===== src/rtl/boot_seq_pkg.sv =====
package boot_seq_pkg;

    typedef enum logic [2:0] {
        ST_RST_IDLE,
        ST_FORCE,
        ST_VEC,
        ST_PF_A,
        ST_GAP,
        ST_PF_B,
        ST_DONE,
        ST_HALT
    } boot_state_t;

endpackage


===== src/rtl/boot_uc_timer.sv =====
module boot_uc_timer #(
    parameter int CNT_W = 5
) (
    input  logic             clk,
    input  logic             rst_n,
    input  logic             run,
    input  logic [CNT_W-1:0] limit,
    output logic             last
);
    logic [CNT_W-1:0] cnt;

    assign last = run && (cnt == limit - 1'b1);

    always_ff @(posedge clk or negedge rst_n) begin
        if (!rst_n)
            cnt <= '0;
        else if (!run || last)
            cnt <= '0;
        else
            cnt <= cnt + 1'b1;
    end
endmodule


===== src/rtl/boot_sp_bank.sv =====
module boot_sp_bank #(
    parameter int HALF_W = 16
) (
    input  logic              clk,
    input  logic              rst_n,
    input  logic              sup_cur,
    input  logic              sup_next,
    input  logic              wr_hi,
    input  logic              wr_lo,
    input  logic [HALF_W-1:0] wdata,
    output logic [2*HALF_W-1:0] a7,
    output logic [2*HALF_W-1:0] usp
);
    logic [2*HALF_W-1:0] bank [2];
    logic                swap;

    assign swap = (sup_cur != sup_next);
    assign usp  = bank[0];

    always_ff @(posedge clk or negedge rst_n) begin
        if (!rst_n) begin
            a7      <= '0;
            bank[0] <= '0;
            bank[1] <= '0;
        end else if (swap) begin
            bank[sup_cur] <= a7;
            a7            <= bank[sup_next];
        end else begin
            if (wr_hi) a7[2*HALF_W-1:HALF_W] <= wdata;
            if (wr_lo) a7[HALF_W-1:0]        <= wdata;
        end
    end
endmodule


===== src/rtl/boot_prefetch_q.sv =====
module boot_prefetch_q #(
    parameter int W = 16
) (
    input  logic         clk,
    input  logic         rst_n,
    input  logic         push,
    input  logic [W-1:0] wdata,
    output logic [W-1:0] q_hi,
    output logic [W-1:0] q_lo
);
    always_ff @(posedge clk or negedge rst_n) begin
        if (!rst_n) begin
            q_hi <= '0;
            q_lo <= '0;
        end else if (push) begin
            q_hi <= q_lo;
            q_lo <= wdata;
        end
    end
endmodule


===== src/rtl/boot_vector_seq.sv =====
module boot_vector_seq
    import boot_seq_pkg::*;
#(
    parameter int ADDR_W        = 24,
    parameter int RESET_UCYC    = 7,
    parameter int GAP_UCYC      = 1,
    parameter int HALF_PER_UCYC = 4,
    parameter int MASK_W        = 3
) (
    input  logic              clk,
    input  logic              rst_n,
    output logic              bus_req,
    output logic [ADDR_W-1:0] bus_addr,
    output logic              bus_prog,
    output logic [1:0]        bus_lanes,
    input  logic              bus_ack,
    input  logic [15:0]       bus_rdata,
    output logic [31:0]       a7_out,
    output logic [31:0]       usp_out,
    output logic [31:0]       pc_out,
    output logic              supervisor,
    output logic [MASK_W-1:0] int_mask,
    output logic              trace,
    output logic [15:0]       queue_hi,
    output logic [15:0]       queue_lo,
    output logic              decode_go
);
    localparam int DATA_W     = 16;
    localparam int REG_W      = 2 * DATA_W;
    localparam int WORD_BYTES = DATA_W / 8;
    localparam int RESET_CLKS = RESET_UCYC * HALF_PER_UCYC;
    localparam int GAP_CLKS   = GAP_UCYC * HALF_PER_UCYC;
    localparam int CNT_W      = $clog2(RESET_CLKS + GAP_CLKS + 1);

    boot_state_t       state, state_nx;
    logic [1:0]        vec_idx;
    logic [REG_W-1:0]  pc_q;
    logic              sup_q, trace_q;
    logic [MASK_W-1:0] mask_q;
    logic              t_run, t_last;
    logic [CNT_W-1:0]  t_limit;
    logic              xfer, vec_xfer, pf_xfer;

    assign xfer     = bus_req && bus_ack;
    assign vec_xfer = xfer && (state == ST_VEC);
    assign pf_xfer  = xfer && (state == ST_PF_A || state == ST_PF_B);

    // Shared microcycle timer for the reset window and the inter-prefetch gap
    assign t_run   = (state == ST_RST_IDLE) || (state == ST_GAP);
    assign t_limit = (state == ST_GAP) ? CNT_W'(GAP_CLKS) : CNT_W'(RESET_CLKS);

    boot_uc_timer #(.CNT_W(CNT_W)) u_timer (
        .clk(clk), .rst_n(rst_n), .run(t_run), .limit(t_limit), .last(t_last)
    );

    boot_sp_bank #(.HALF_W(DATA_W)) u_bank (
        .clk(clk), .rst_n(rst_n),
        .sup_cur(sup_q),
        .sup_next((state == ST_FORCE) ? 1'b1 : sup_q),
        .wr_hi(vec_xfer && vec_idx == 2'd0),
        .wr_lo(vec_xfer && vec_idx == 2'd1),
        .wdata(bus_rdata),
        .a7(a7_out), .usp(usp_out)
    );

    boot_prefetch_q #(.W(DATA_W)) u_queue (
        .clk(clk), .rst_n(rst_n), .push(pf_xfer), .wdata(bus_rdata),
        .q_hi(queue_hi), .q_lo(queue_lo)
    );

    // Next-state decision
    always_comb begin
        state_nx = state;
        unique case (state)
            ST_RST_IDLE: if (t_last) state_nx = ST_FORCE;
            ST_FORCE:    state_nx = ST_VEC;
            ST_VEC:      if (bus_ack && vec_idx == 2'd3) state_nx = ST_PF_A;
            ST_PF_A:     if (bus_ack) state_nx = ST_GAP;
            ST_GAP:      if (t_last) state_nx = ST_PF_B;
            ST_PF_B:     if (bus_ack) state_nx = ST_DONE;
            ST_DONE:     state_nx = ST_HALT;
            ST_HALT:     state_nx = ST_HALT;
        endcase
    end

    // State and architectural registers
    always_ff @(posedge clk or negedge rst_n) begin
        if (!rst_n) begin
            state   <= ST_RST_IDLE;
            vec_idx <= '0;
            pc_q    <= '0;
            sup_q   <= 1'b0;
            mask_q  <= '0;
            trace_q <= 1'b0;
        end else begin
            state <= state_nx;
            if (state == ST_FORCE) begin
                sup_q   <= 1'b1;
                mask_q  <= '1;
                trace_q <= 1'b0;
            end
            if (vec_xfer) begin
                vec_idx <= vec_idx + 1'b1;
                if (vec_idx == 2'd2) pc_q[REG_W-1:DATA_W] <= bus_rdata;
                if (vec_idx == 2'd3) pc_q[DATA_W-1:0]     <= bus_rdata;
            end
            if (pf_xfer)
                pc_q <= pc_q + REG_W'(WORD_BYTES);
        end
    end

    // Bus and status outputs
    always_comb begin
        bus_req   = 1'b0;
        bus_prog  = 1'b0;
        bus_addr  = '0;
        decode_go = 1'b0;
        unique case (state)
            ST_VEC: begin
                bus_req  = 1'b1;
                bus_addr = ADDR_W'({vec_idx, 1'b0});
            end
            ST_PF_A, ST_PF_B: begin
                bus_req  = 1'b1;
                bus_prog = 1'b1;
                bus_addr = pc_q[ADDR_W-1:0];
            end
            ST_DONE: decode_go = 1'b1;
            default: ;
        endcase
        bus_lanes = {bus_req, bus_req};
    end

    assign pc_out     = pc_q;
    assign supervisor = sup_q;
    assign int_mask   = mask_q;
    assign trace      = trace_q;
endmodule


===== config.mk =====
export PLATFORM = sky130hd
export DESIGN_NAME = boot_vector_seq
export DESIGN_NICKNAME = d
export VERILOG_FILES = /design/src/rtl/boot_seq_pkg.sv /design/src/rtl/boot_uc_timer.sv /design/src/rtl/boot_sp_bank.sv /design/src/rtl/boot_prefetch_q.sv /design/src/rtl/boot_vector_seq.sv
export SDC_FILE = /design/constraint.sdc
export NUM_CORES = 1
export LEC_CHECK = 0
export CORE_AREA = 2 2 129 131
export DETAILED_ROUTE_END_ITERATION = 10
export DIE_AREA = 0 0 131 133
export PLACE_DENSITY = 0.79
export RECOVER_POWER = 25
export SLEW_MARGIN = 20
export SYNTH_ARGS = -nofsm -noshare
export SYNTH_HDL_FRONTEND = slang
export SYNTH_SLANG_ARGS = --single-unit

===== constraint.sdc =====
create_clock -name clk -period 4 [get_ports clk]
set_input_delay 0.4 -clock clk [delete_from_list [all_inputs] [get_ports clk]]
set_output_delay 0.4 -clock clk [all_outputs]
set_load 0.01 [all_outputs]

-- Word level (Yosys, flattened, before mapping)
Cells that the tools add are included.
- add/sub/neg operators: 4
- $mul: 0
- divide/modulo/power cells: 0
- order comparisons: 3
- eq/ne operators: 17
- shifts and indexed selects: 0
- muxes and demuxes: 26
- bitwise gates (word level): 2
- reduce and logical (&&, ||, !) cells: 25
- operators with widths (operator ; count):
    2-to-1 mux 32 bit ; 7
    bitwise mux 64 bit ; 1
    2-to-1 mux 16 bit ; 4
    case mux 24 bit (2 select lines) ; 1
    adder 32 x 2 -> 32 bit (second input constant) ; 1
    demux 32 bit (select 1 bit) ; 1
    case mux 3 bit (7 select lines) ; 1
    2-to-1 mux 3 bit ; 5
    == test 3 bit (second input constant) ; 4
    nonzero test 2 bit ; 5
    logical AND 1 bit ; 8
    adder 6 x 1 -> 6 bit (second input constant) ; 1
    == test 3 x 2 -> 1 bit (second input constant) ; 2
    == test 6 bit ; 1
    2-to-1 mux 6 bit ; 1
    != test 2 x 1 -> 1 bit (second input constant) ; 3
    subtractor 5 x 1 -> 6 bit (second input constant) ; 1
    2-to-1 mux 5 bit ; 1
    AND reduction 5 bit ; 1
    == test 2 bit (second input constant) ; 2
    greater-or-equal comparator 2 bit (second input constant) ; 2
    2-to-1 mux 1 bit ; 4
    != test 2 bit (second input constant) ; 2
    NOT 1 -> 2 bit ; 2
    other kinds (12) ; 16
- flip-flop bits (word level): 173
- bits in latches: 0
- bits in writable memories: 0
- ROM bits: 0
- input port bits: 19
- output and inout port bits: 162
- memories: 0

-- Depth between registers and ports, before layout
Gate-level depths: netlist of the first run.
- depth in word-level cells: 8
- depth in mapped cells: 7

-- By module
Synthesis of the first run repeated with hierarchy kept, for this count alone.
- cell total of the unflattened synthesis: 750
- area total of the unflattened synthesis: 9365.2 µm²
- by module, submodules not included (module ; times used ; cells an instance ; area an instance (µm²) ; sequential area each (µm²)):
    boot_sp_bank ; 1 ; 312 ; 4833.4 ; 2402.3
    boot_vector_seq ; 1 ; 325 ; 2745.1 ; 975.9
    boot_prefetch_q ; 1 ; 68 ; 1345.0 ; 800.8
    boot_uc_timer ; 1 ; 45 ; 441.7 ; 150.1

-- Worst setup path after synthesis of the first run
No wires, ideal clock.
- kind: reg2reg
- start: register pc_q[1], in the netlist pc_out[1]
- end: register pc_q[27], in the netlist pc_out[27]
- data arrival time: 1622 ps
- required time: 3874 ps
- slack: 2252 ps
- stages on the path, launching flop included: 7
- buffers on the path: 0
- path through: dfrtp_1 ha_1 nand2_1 nor4_4 nand3_2 a21o_1 a221o_1
- longest elaborated chain between the ends: 2
- RTL lines (element ; RTL line ; RTL):
    from (decl) ; boot_vector_seq.sv:37 ; logic [REG_W-1:0] pc_q;
    from (signal, indexed assignment) ; boot_vector_seq.sv:104 ; if (vec_idx == 2'd2) pc_q[REG_W-1:DATA_W] <= bus_rdata;
    from (signal, indexed assignment) ; boot_vector_seq.sv:105 ; if (vec_idx == 2'd3) pc_q[DATA_W-1:0] <= bus_rdata;
    from (signal assigned) ; boot_vector_seq.sv:108 ; pc_q <= pc_q + REG_W'(WORD_BYTES);
    adder 32 x 2 -> 32 bit ; boot_vector_seq.sv:108 ;
    2-to-1 mux 32 bit ; boot_vector_seq.sv:107 ; if (pf_xfer)
Every way passes these cells.
A chain may end at the register's enable or synchronous reset.

-- Worst setup path after layout of the first run
- start: register state[0]
- end: output bus_addr[2]
- longest elaborated chain between the ends: 3
- elaborated cells on any way between the ends: 5
- those cells by class: eq/ne: 3; mux: 1; reduce/logical: 1
- RTL lines (element ; RTL line ; RTL):
    from (decl) ; boot_vector_seq.sv:35 ; boot_state_t state, state_nx;
    from (signal assigned) ; boot_vector_seq.sv:96 ; state <= state_nx;
    == test 3 x 2 -> 1 bit / == test 3 bit (equally long branches) ; boot_vector_seq.sv:118 ; unique case (state)
    OR reduction 2 bit ; n/a ;
    case mux 24 bit (2 select lines) (*) ; boot_vector_seq.sv:118 ;
    to (decl) ; boot_vector_seq.sv:13 ; output logic [ADDR_W-1:0] bus_addr,
Every way passes the cells marked *; elsewhere a longest branch is shown, timed or not.

==> results of run 1 <==
registers in the layout, summed over array words and instances, names as in the netlist:
name and count:
u_queue.q_lo 16, int_mask 1, vec_idx 2, u_bank.a7 32, state 3, u_bank.bank 32
u_bank.usp 32, pc_out 32, supervisor 1, u_timer.cnt 6, u_queue.q_hi 16
worst paths after layout:
check,to,startpoint,depth (start not counted),slack (ps)
worst max-delay path,bus_addr[2],state[0],3,890
worst min-delay path,u_bank.bank[0],u_bank.bank[0],0,380
worst max register to register,pc_out[5],state[0],5,1120
worst min register to register,u_bank.bank[0],u_bank.bank[0],0,380
max in group asynchronous,int_mask[0],rst_n,3,1490
min in group asynchronous,u_queue.q_hi[7],rst_n,2,480
power groups by stage:
stage          clock [mW]  sequential (mW)  combinational (mW)
2_1_floorplan           0             2.63               0.390
6_report             1.57             2.56                1.43
3_5_place_dp            0             2.58                1.44
5_1_grt              1.67             2.62                1.56
4_1_cts              1.60             2.55                1.45
3_3_place_gp            0             2.57                1.40
kinds of logic after synthesis:
group | count (synthesis)
multiplexers | 68
AND/OR/NAND/NOR | 301
other | 1
adder cells (fa/ha/maj) | 6
XOR/XNOR | 8
AO/OA/AOI/OAI | 95
flip-flops | 173
buffers and inverters | 114
layout by cell type (no fill, tap or decap), types with 6 or more instances in the layout:
cell,synthesis,routed
sky130_fd_sc_hd__o211ai_1,11,11
sky130_fd_sc_hd__mux2_2,32,32
sky130_fd_sc_hd__clkbuf_16,0,17
sky130_fd_sc_hd__o21ai_0,40,40
sky130_fd_sc_hd__mux2i_1,36,36
sky130_fd_sc_hd__inv_1,10,10
sky130_fd_sc_hd__ha_1,6,6
sky130_fd_sc_hd__nor3_1,7,7
sky130_fd_sc_hd__o22ai_1,9,9
sky130_fd_sc_hd__nand2_1,167,167
sky130_fd_sc_hd__dfrtp_1,173,173
sky130_fd_sc_hd__nand3_1,19,19
sky130_fd_sc_hd__nand4_1,10,10
sky130_fd_sc_hd__and3_1,22,22
sky130_fd_sc_hd__a21oi_1,8,8
sky130_fd_sc_hd__clkdlybuf4s50_1,0,178
sky130_fd_sc_hd__nor2_1,35,35
per-stage QoR:
stage                     hold WS, ps  std cells  worst slack, ps
after floorplan                   104        766             2250
after global placement            364       1065             1230
after detailed placement          365       1065             1160
after CTS                         380       1097              904
after global routing              383       1097              697
final                             375       1097              894
repair_timing:
action                     4_1_cts  5_1_grt
hold endpoints to repair        51        0
hold buffers                     1        0
setup endpoints to repair        0        0
layer usage:
| metal | global-route usage | part of all wire |
|---|---|---|
| met1 | 0.335 | 0.45 |
| met2 | 0.352 | 0.46 |
| met3 | 0.0408 | 0.057 |
| met4 | 0.103 | 0.031 |
| met5 | 0 | 0 |
worst max-delay path, delay by kind of cell (launching register included):
| kind | cells | cell delay [ps] |
|---|---|---|
| buffers and inverters | 1 | 560 |
| and+or+nand+nor | 1 | 360 |
| DFF | 1 | 1080 |
| AOI/OAI and AO/OA | 1 | 270 |
layout make-up:
| cell class | instances | area [um^2] |
|---|---|---|
| multi-input combinational | 479 | 2980 |
| clock buffer | 22 | 474 |
| fill | 1324 | 6140 |
| inverter | 10 | 37.5 |
| timing repair buffer | 184 | 1840 |
| sequential | 173 | 4330 |
| clock inverter | 9 | 87.6 |
| tap | 220 | 275 |
==> impl_metrics.toml, run 1 <==
[floorplanning]
dieArea_mm2 = 0.0174
core_region_area_mm2 = 0.0162
top_level_ports = 181
die_width_um = 131
floorplan.initialDensity = 0.490
floorplan.die.height_um = 133
std_cell_rows = 47

[routing]
detail-route-antenna-nets = 0
remaining_drc_errors = 0
overall_via_count_from_detail_route = 5918
first_drt_pass_iteration_count = 4
routedWlPerCell_um = 18.0
first_iter_violations = 406
vias_per_cell = 5.39
routed_wl_um = 19700

[power_and_ir_drop]
power.combinational.fraction = 0.257
seq_power_share = 0.460
power.static_leakage_nw = 4.44
power_report.internal_total_mw = 3.83
vdd_ir_drop_max_mv = 0.300
power.density_cell_area_mw_per_mm2 = 554
totalPowerFinal_mw = 5.56
power_switching_share = 0.310
power.net_switching_mw = 1.72
power.clock.fraction = 0.283

[timing]
timing_hold_violations_final = 0
setup-violations-final = 0
fin_clk_skew_ps = 9.64
crit_path_time_final_ps = 3110
fin_tns_setup_ps = 0
grt_setup_unrepaired = "no"
clock.fmax_ghz = 0.322
layout_worst_path_cycle_share = 0.777
drv_slew = 123
worstMarginPinSlew_ps = 1620
slew-limit-headroom = -0.0828

[synth]
synth_simple_gate_area_frac = 0.186
synth_area_per_cell_um2 = 10.4
synth_top_area_share = 0.546
synth-edff-count = 0
library_cell_with_the_highest_instance_count_after_synthesis = "sky130_fd_sc_hd__dfrtp_1"
synth_top_cell_by_area = "sky130_fd_sc_hd__dfrtp_1"
synth.cell_area_mm2 = 0.00793
synth_async_sr_flop_share = 1.00
post_synth_mux_area_share = 0.0909
yosys_register_bits = 173
synth-main-ff-cell = "sky130_fd_sc_hd__dfrtp_1"
synth_cells = 766
synth.yosys.seq_area_share = 0.546
xor_and_xnor_fraction_of_the_mapped_netlist_area = 0.0112
synth_top_family_by_area = "simple AND/OR/NAND/NOR gates"
synth_common_cells = "173 x sky130_fd_sc_hd__dfrtp_1, 167 x sky130_fd_sc_hd__nand2_1, 43 x sky130_fd_sc_hd__clkbuf_1"
synth.yosys.warnings = 0
synth_compound_gate_area_share = 0.0773
yosys.cell_types.count = 63
synthAdderAreaFrac = 0.00947
synthesis.nets = 791
biggest_area_contributors_in_the_synthesized_netlist = "sky130_fd_sc_hd__dfrtp_1 55%, sky130_fd_sc_hd__nand2_1 7.9%, sky130_fd_sc_hd__mux2i_1 4.5%, sky130_fd_sc_hd__mux2_2 4.5%, sky130_fd_sc_hd__buf_4 3.6%"

[layout]
number_of_antenna_cells_inserted = 0
postLayoutCoreUtil = 0.620
nets = 890
cell_area_after_layout_mm2 = 0.0100
share_of_cells_above_drive_strength_1 = 0.0992
synthToLayoutAreaGrowth_pct = 26.5

[worst_setup_path]
cp.arrival_ps = 2710
class_of_the_most_critical_setup_path = "reg -> out"
cpMaxStageDelayCell = "sky130_fd_sc_hd__dfrtp_1"
critical_path.cell_chain = "nand3b_1 > o22ai_1 > clkdlybuf4s50_1"
crit_path_start_kind = "register"
endpoint_type_of_the_worst_setup_path = "primary output"
critPathMaxStageDelay_ps = 1080
required_ps = 3600
timing.critical_path.fanout_max = 38

[placed_design]
place_hpwl_um = 13200
port_buffers = 179
dpl-instance-area_mm2 = 0.00947
gpl.final_weighted_congestion = 0.827

[clocking]
number_of_h_tree_levels = 4
clock_latency_ps = 420
numCtsBuffers = 17
ctsResizeCount = 0
cts.path.max_buffers = 2
cts_tree = "done"
numClockSinks = 173
clkTransAtPathRegs_ps = 60
clockRootBuffer = "sky130_fd_sc_hd__clkbuf_16"
post_cts.repair.setup_buffers = 0

[grt]
global_route.overflow_total = 0
grt_pass1_wl_um = 31200
grt_max_degree = 123
number_of_antenna_violations_at_the_first_check_in_global_routing = 0
global_route.usage.total = 0.235
vias_in_the_first_global_route = 5802

[run]
timing.max_cap.violations = 1

[run_status]
outcome = "complete, but fails checks"
failed_checks = "capacitance limit, slew limit"

[worst_hold_path]
hp-class = "reg -> reg"
Power figures use the tool's default switching activity.
==> run 2, diff against run 1 <==
clock period = 3.2 ns   (was 4 ns; I/O delays follow)
==> run 2 against run 1 <==
  * Global-route usage fell by 0.19 points
  * Total power rose by 26%
  * Worst hold slack improved by 0.81 ps
  * Design area rose by 0.44%
  * Largest cell class unchanged
  * Clock-buffer cell count fell by 1
  * The run still ends with capacitance limit, slew limit left
  * Final cell count rose by 0.36%
==> impl_metrics.toml, run 2 (synthesis results as in run 1) <==
[run_status]
outcome = "complete, but fails checks"
failed_checks = "capacitance limit, slew limit"

[routing]
routedWlPerCell_um = 17.7
first_drt_pass_iteration_count = 5
routed_wl_um = 19500
detail-route-antenna-nets = 0
wl_met2_um = 9020
overall_via_count_from_detail_route = 5861
dr_wl_met3_um = 1300
remaining_drc_errors = 0
vias_per_cell = 5.32
first_iter_violations = 366
wirelength_met1_um = 8670
routed.top_layer = "met4"

[grt]
grt_max_degree = 97
global_route.usage.total = 0.233
global_route.overflow_total = 0
vias_in_the_first_global_route = 5738
number_of_antenna_violations_at_the_first_check_in_global_routing = 0
grt_pass1_wl_um = 31100

[run]
timing.max_cap.violations = 1

[power_and_ir_drop]
power.clock.fraction = 0.286
vdd_ir_drop_max_mv = 0.378
power.combinational.fraction = 0.256
power.density_cell_area_mw_per_mm2 = 694
power.static_leakage_nw = 4.46
power.net_switching_mw = 2.18
seq_power_share = 0.458
power_switching_share = 0.312
power_report.internal_total_mw = 4.81

[timing]
layout_worst_path_cycle_share = 0.904
fin_clk_skew_ps = 10.2
drv_slew = 89
crit_path_time_final_ps = 2890
setup-violations-final = 0
clock.fmax_ghz = 0.346
worstMarginPinSlew_ps = 2250
fin_tns_setup_ps = 0
grt_setup_unrepaired = "no"
timing_hold_violations_final = 0
hold_slack_ps = 376
slew-limit-headroom = -0.503

[layout]
most-common-layout-cells = "178 x sky130_fd_sc_hd__clkdlybuf4s50_1, 173 x sky130_fd_sc_hd__dfrtp_1, 167 x sky130_fd_sc_hd__nand2_1"
cell_area_after_layout_mm2 = 0.0101
multi_input_area_mm2 = 0.00298
postLayoutCoreUtil = 0.623
synthToLayoutAreaGrowth_pct = 27.0
layout.area.seq_mm2 = 0.00433
number_of_antenna_cells_inserted = 0
layout_commonest_cell = "sky130_fd_sc_hd__clkdlybuf4s50_1"
nets = 893
share_of_cells_above_drive_strength_1 = 0.104
layout.filler_cells = 1297

[worst_setup_path]
critical_path.cell_chain = "clkbuf_1 > and3_2 > clkdlybuf4s50_1"
cp.buffers_inverters = 2
path_delay_family = "buffers and inverters"
cp.arrival_ps = 2570
startpoint_of_the_lowest_slack_register_to_register_path = "state[0]"
required_ps = 2880
reg2regPathDepth = 5
ff2ff_setup_slack_ps = 550
endpoint_type_of_the_worst_setup_path = "primary output"
worst_r2r_endpoint = "u_bank.usp[26]"
crit_path_start_kind = "register"
class_of_the_most_critical_setup_path = "reg -> out"
timing.critical_path.fanout_max = 20
critPathMaxStageDelay_ps = 770
cpMaxStageDelayCell = "sky130_fd_sc_hd__dfrtp_1"

[clocking]
postCtsHoldBufs = 1
numClockSinks = 173
cts_tree = "done"
number_of_h_tree_levels = 4
cts.path.max_buffers = 2
numCtsBuffers = 17
ctsResizeCount = 0
clock_latency_ps = 420
post_cts.repair.setup_buffers = 0
clockRootBuffer = "sky130_fd_sc_hd__clkbuf_16"
clkTransAtPathRegs_ps = 60

[worst_hold_path]
worst_hold_startpoint = "u_bank.bank[26]"
timing.hold.worst_endpoint = "u_bank.bank[26]"
min_delay_path_depth = 0
hp-class = "reg -> reg"

[placed_design]
place_hpwl_um = 13300
gpl.final_weighted_congestion = 0.848
port_buffers = 179
dpl-instance-area_mm2 = 0.00950

[floorplanning]
die_width_um = 131
core_region_area_mm2 = 0.0162
top_level_ports = 181
dieArea_mm2 = 0.0174
floorplan.die.height_um = 133
std_cell_rows = 47
floorplan.initialDensity = 0.490
[run 2: changes by cell type in the layout (fill, tap and decap cells not counted), sizes merged]
cell,before,now
clkinv,3,4
clkbuf,24,23
inv,11,13
clkinvlp,4,3
buf,3,6
[run 2: power groups by stage]
stage | sequential, mW | clock (mW) | combinational [mW]
detailed placement | 3.22 | 0 | 1.80
CTS | 3.19 | 2.04 | 1.81
global route | 3.27 | 2.12 | 1.96
floorplan | 3.29 | 0 | 0.487
finish | 3.20 | 2.00 | 1.79
global placement | 3.21 | 0 | 1.75
[run 2: worst register-to-register path, stage by stage, from the launching register on]
cell,delay (ps)
sky130_fd_sc_hd__dfrtp_1,770
sky130_fd_sc_hd__clkbuf_1,560
sky130_fd_sc_hd__nand2b_1,210
sky130_fd_sc_hd__nor3_4,190
sky130_fd_sc_hd__buf_12,340
sky130_fd_sc_hd__mux2_2,470
[run 2: final cells by class]
| type | instances | share of cell area |
|---|---|---|
| sequential | 173 | 0.430 |
| tap | 220 | 0.0273 |
| timing repair buffer | 187 | 0.186 |
| inverter | 10 | 0.00373 |
| clock buffer | 21 | 0.0467 |
| clock inverter | 11 | 0.0106 |
| multi-input combinational | 479 | 0.296 |
[run 2: how the worst max path moves through the flow]
stage	startpoint	to	slack (ps)	depth (start not counted)
finish	state[0]	bus_addr[3]	310	3
global route	state[0]	bus_addr[3]	160	3
CTS	state[2]	bus_addr[0]	380	3
detailed placement	bus_ack	pc_out[17]	580	6
global placement	bus_ack	pc_out[17]	630	6
floorplan	pc_out[1]	pc_out[27]	1450	6
[run 2: per-layer routing]
metal | vias to the layer above | global-route usage
met4 | 0 | 0.0910
met1 | 2825 | 0.332
met5 | - | 0
met3 | 43 | 0.0505
li1 | 2771 | -
met2 | 222 | 0.348
[run 2: per-stage QoR]
step	power (mW)	cells	setup slack [ps]
final	6.99	1101	308
after global routing	7.34	1101	163
after CTS	7.04	1101	378
after detailed placement	5.03	1068	581
after global placement	4.96	1068	627
after floorplan	3.78	766	1450
==> run 3, diff against run 2 <==
SETUP_SLACK_MARGIN = 0.4   (was not set)
clock period = 3.65 ns   (was 3.2 ns; I/O delays follow)
==> run 3 against run 2 <==
  * The flow still finishes with violations (capacitance limit, slew limit)
  * Register-to-register slack better by 450 ps
  * Non-clock buffer count is 3 lower
  * Final cell count fell by 0.27%
  * Critical endpoint unchanged
  * Highest routed layer unchanged
==> impl_metrics.toml, run 3 (synthesis results as in run 1) <==
[worst_setup_path]
startpoint_of_the_lowest_slack_register_to_register_path = "state[2]"
ff2ff_setup_slack_ps = 1000
critical_path.cell_chain = "xor2_4 > and3_2 > clkdlybuf4s50_1"
critPathMaxStageDelay_ps = 740
cp.arrival_ps = 2510
timing.critical_path.fanout_max = 24
worst_r2r_endpoint = "pc_out[29]"
reg2regPathDepth = 4
required_ps = 3280
endpoint_type_of_the_worst_setup_path = "primary output"
cpMaxStageDelayCell = "sky130_fd_sc_hd__dfrtp_1"
class_of_the_most_critical_setup_path = "reg -> out"
crit_path_start_kind = "register"

[clocking]
numCtsBuffers = 17
numClockSinks = 173
cts.path.max_buffers = 2
number_of_h_tree_levels = 4
postCtsHoldBufs = 0
cts_tree = "done"
clockRootBuffer = "sky130_fd_sc_hd__clkbuf_16"
ctsResizeCount = 0
post_cts.repair.setup_buffers = 0
clkTransAtPathRegs_ps = 60
clock_latency_ps = 420

[layout]
synthToLayoutAreaGrowth_pct = 27.0
number_of_antenna_cells_inserted = 0
layout.filler_cells = 1344
layout_commonest_cell = "sky130_fd_sc_hd__clkdlybuf4s50_1"
nets = 890
multi_input_area_mm2 = 0.00298
most-common-layout-cells = "178 x sky130_fd_sc_hd__clkdlybuf4s50_1, 173 x sky130_fd_sc_hd__dfrtp_1, 167 x sky130_fd_sc_hd__nand2_1"
share_of_cells_above_drive_strength_1 = 0.103
layout.area.seq_mm2 = 0.00433

[grt]
grt_pass1_wl_um = 30800
global_route.overflow_total = 0
layer_carrying_the_most_global_route_usage = "met2"
grtUsageMet1 = 0.328
number_of_antenna_violations_at_the_first_check_in_global_routing = 0
global_route.usage.total = 0.231
met2_usage = 0.343
grt_max_degree = 97
vias_in_the_first_global_route = 5717
global_route_met3_utilization = 0.0501

[routing]
first_drt_pass_iteration_count = 5
routed_wl_um = 19900
first_iter_violations = 406
overall_via_count_from_detail_route = 5948
vias_per_cell = 5.42
detail-route-antenna-nets = 0
routedWlPerCell_um = 18.1
remaining_drc_errors = 0

[timing]
timing_hold_violations_final = 0
clock.fmax_ghz = 0.348
crit_path_time_final_ps = 2870
grt_setup_unrepaired = "no"
fin_clk_skew_ps = 6.14
fin_tns_setup_ps = 0
worstMarginPinSlew_ps = 2470
drv_slew = 96
slew-limit-headroom = -0.649
setup-violations-final = 0
layout_worst_path_cycle_share = 0.786

[power_and_ir_drop]
power.density_cell_area_mw_per_mm2 = 615
power.static_leakage_nw = 4.46
vdd_ir_drop_max_mv = 0.317
totalPowerFinal_mw = 6.19

[placed_design]
gpl.final_weighted_congestion = 0.860
port_buffers = 179
place_hpwl_um = 13200

[run]
timing.max_cap.violations = 1

[floorplanning]
floorplan.initialDensity = 0.490
floorplan.die.height_um = 133
top_level_ports = 181
die_width_um = 131
std_cell_rows = 47
dieArea_mm2 = 0.0174
core_region_area_mm2 = 0.0162

[worst_hold_path]
hp-class = "reg -> reg"
min_delay_path_depth = 0
worst_hold_startpoint = "u_bank.bank[2]"
timing.hold.worst_endpoint = "u_bank.bank[2]"

[run_status]
outcome = "complete, but fails checks"
failed_checks = "capacitance limit, slew limit"
## run 3: changes by cell type in the layout (fill, tap and decap cells not counted)
cell | previous run | this run
sky130_fd_sc_hd__buf_4 | 4 | 3
sky130_fd_sc_hd__bufinv_16 | 1 | 2
sky130_fd_sc_hd__clkbuf_8 | 3 | 2
sky130_fd_sc_hd__clkinv_2 | 2 | 1
sky130_fd_sc_hd__clkinv_4 | 2 | 3
sky130_fd_sc_hd__clkinvlp_4 | 3 | 2
sky130_fd_sc_hd__dlygate4sd3_1 | 1 | 0
## run 3: worst max-delay path: cells and delay by family (launching register included)
family,cells,cell delay [ps]
and+or+nand+nor,1,260
xor gates and xnor gates,1,550
buffers and inverters,1,530
DFF,1,740
## run 3: worst max-delay path by stage
| stage | from | to |
|---|---|---|
| global placement | state[2] | pc_out[29] |
| detailed placement | state[2] | pc_out[29] |
| CTS | state[2] | bus_addr[3] |
| floorplan | pc_out[1] | pc_out[27] |
| finish | state[2] | bus_addr[3] |
| global route | state[2] | bus_addr[22] |
## run 3: layout make-up
cell class,instances,share of cell area
clock inverters,11,0.0132
clock buffers,21,0.0457
multi-input cells,479,0.296
repair buffers,184,0.184
flip-flops and latches,173,0.430
inverters,10,0.00373
well taps,220,0.0273
## run 3: power breakdown
group	internal [mW]	switching [mW]	leakage, nW	total (mW)
Clock	1.05	0.761	0.285	1.81
Sequential	2.31	0.491	2.12	2.80
Combinational	0.896	0.676	2.06	1.57
Total	4.26	1.93	4.46	6.19
## run 3: metrics by stage
step / cell area (um^2) / instances / hold slack [ps] / util / setup WS (ps)
detailed placement: 9480 / 1066 / 365 / 0.586 / 1030
floorplan: 7930 / 766 / 69.4 / - / 1900
global route: 10100 / 1098 / 386 / 0.623 / 682
finish: 10100 / 1098 / 377 / 0.623 / 780
CTS: 10100 / 1098 / 69.3 / 0.623 / 779
global placement: 9480 / 1066 / 364 / 0.586 / 1140
## run 3: routing by layer
metal	up-vias	part of all wire
li1	2769	-
met1	2901	0.45
met2	238	0.46
met3	40	0.062
met4	0	0.028
met5	-	0
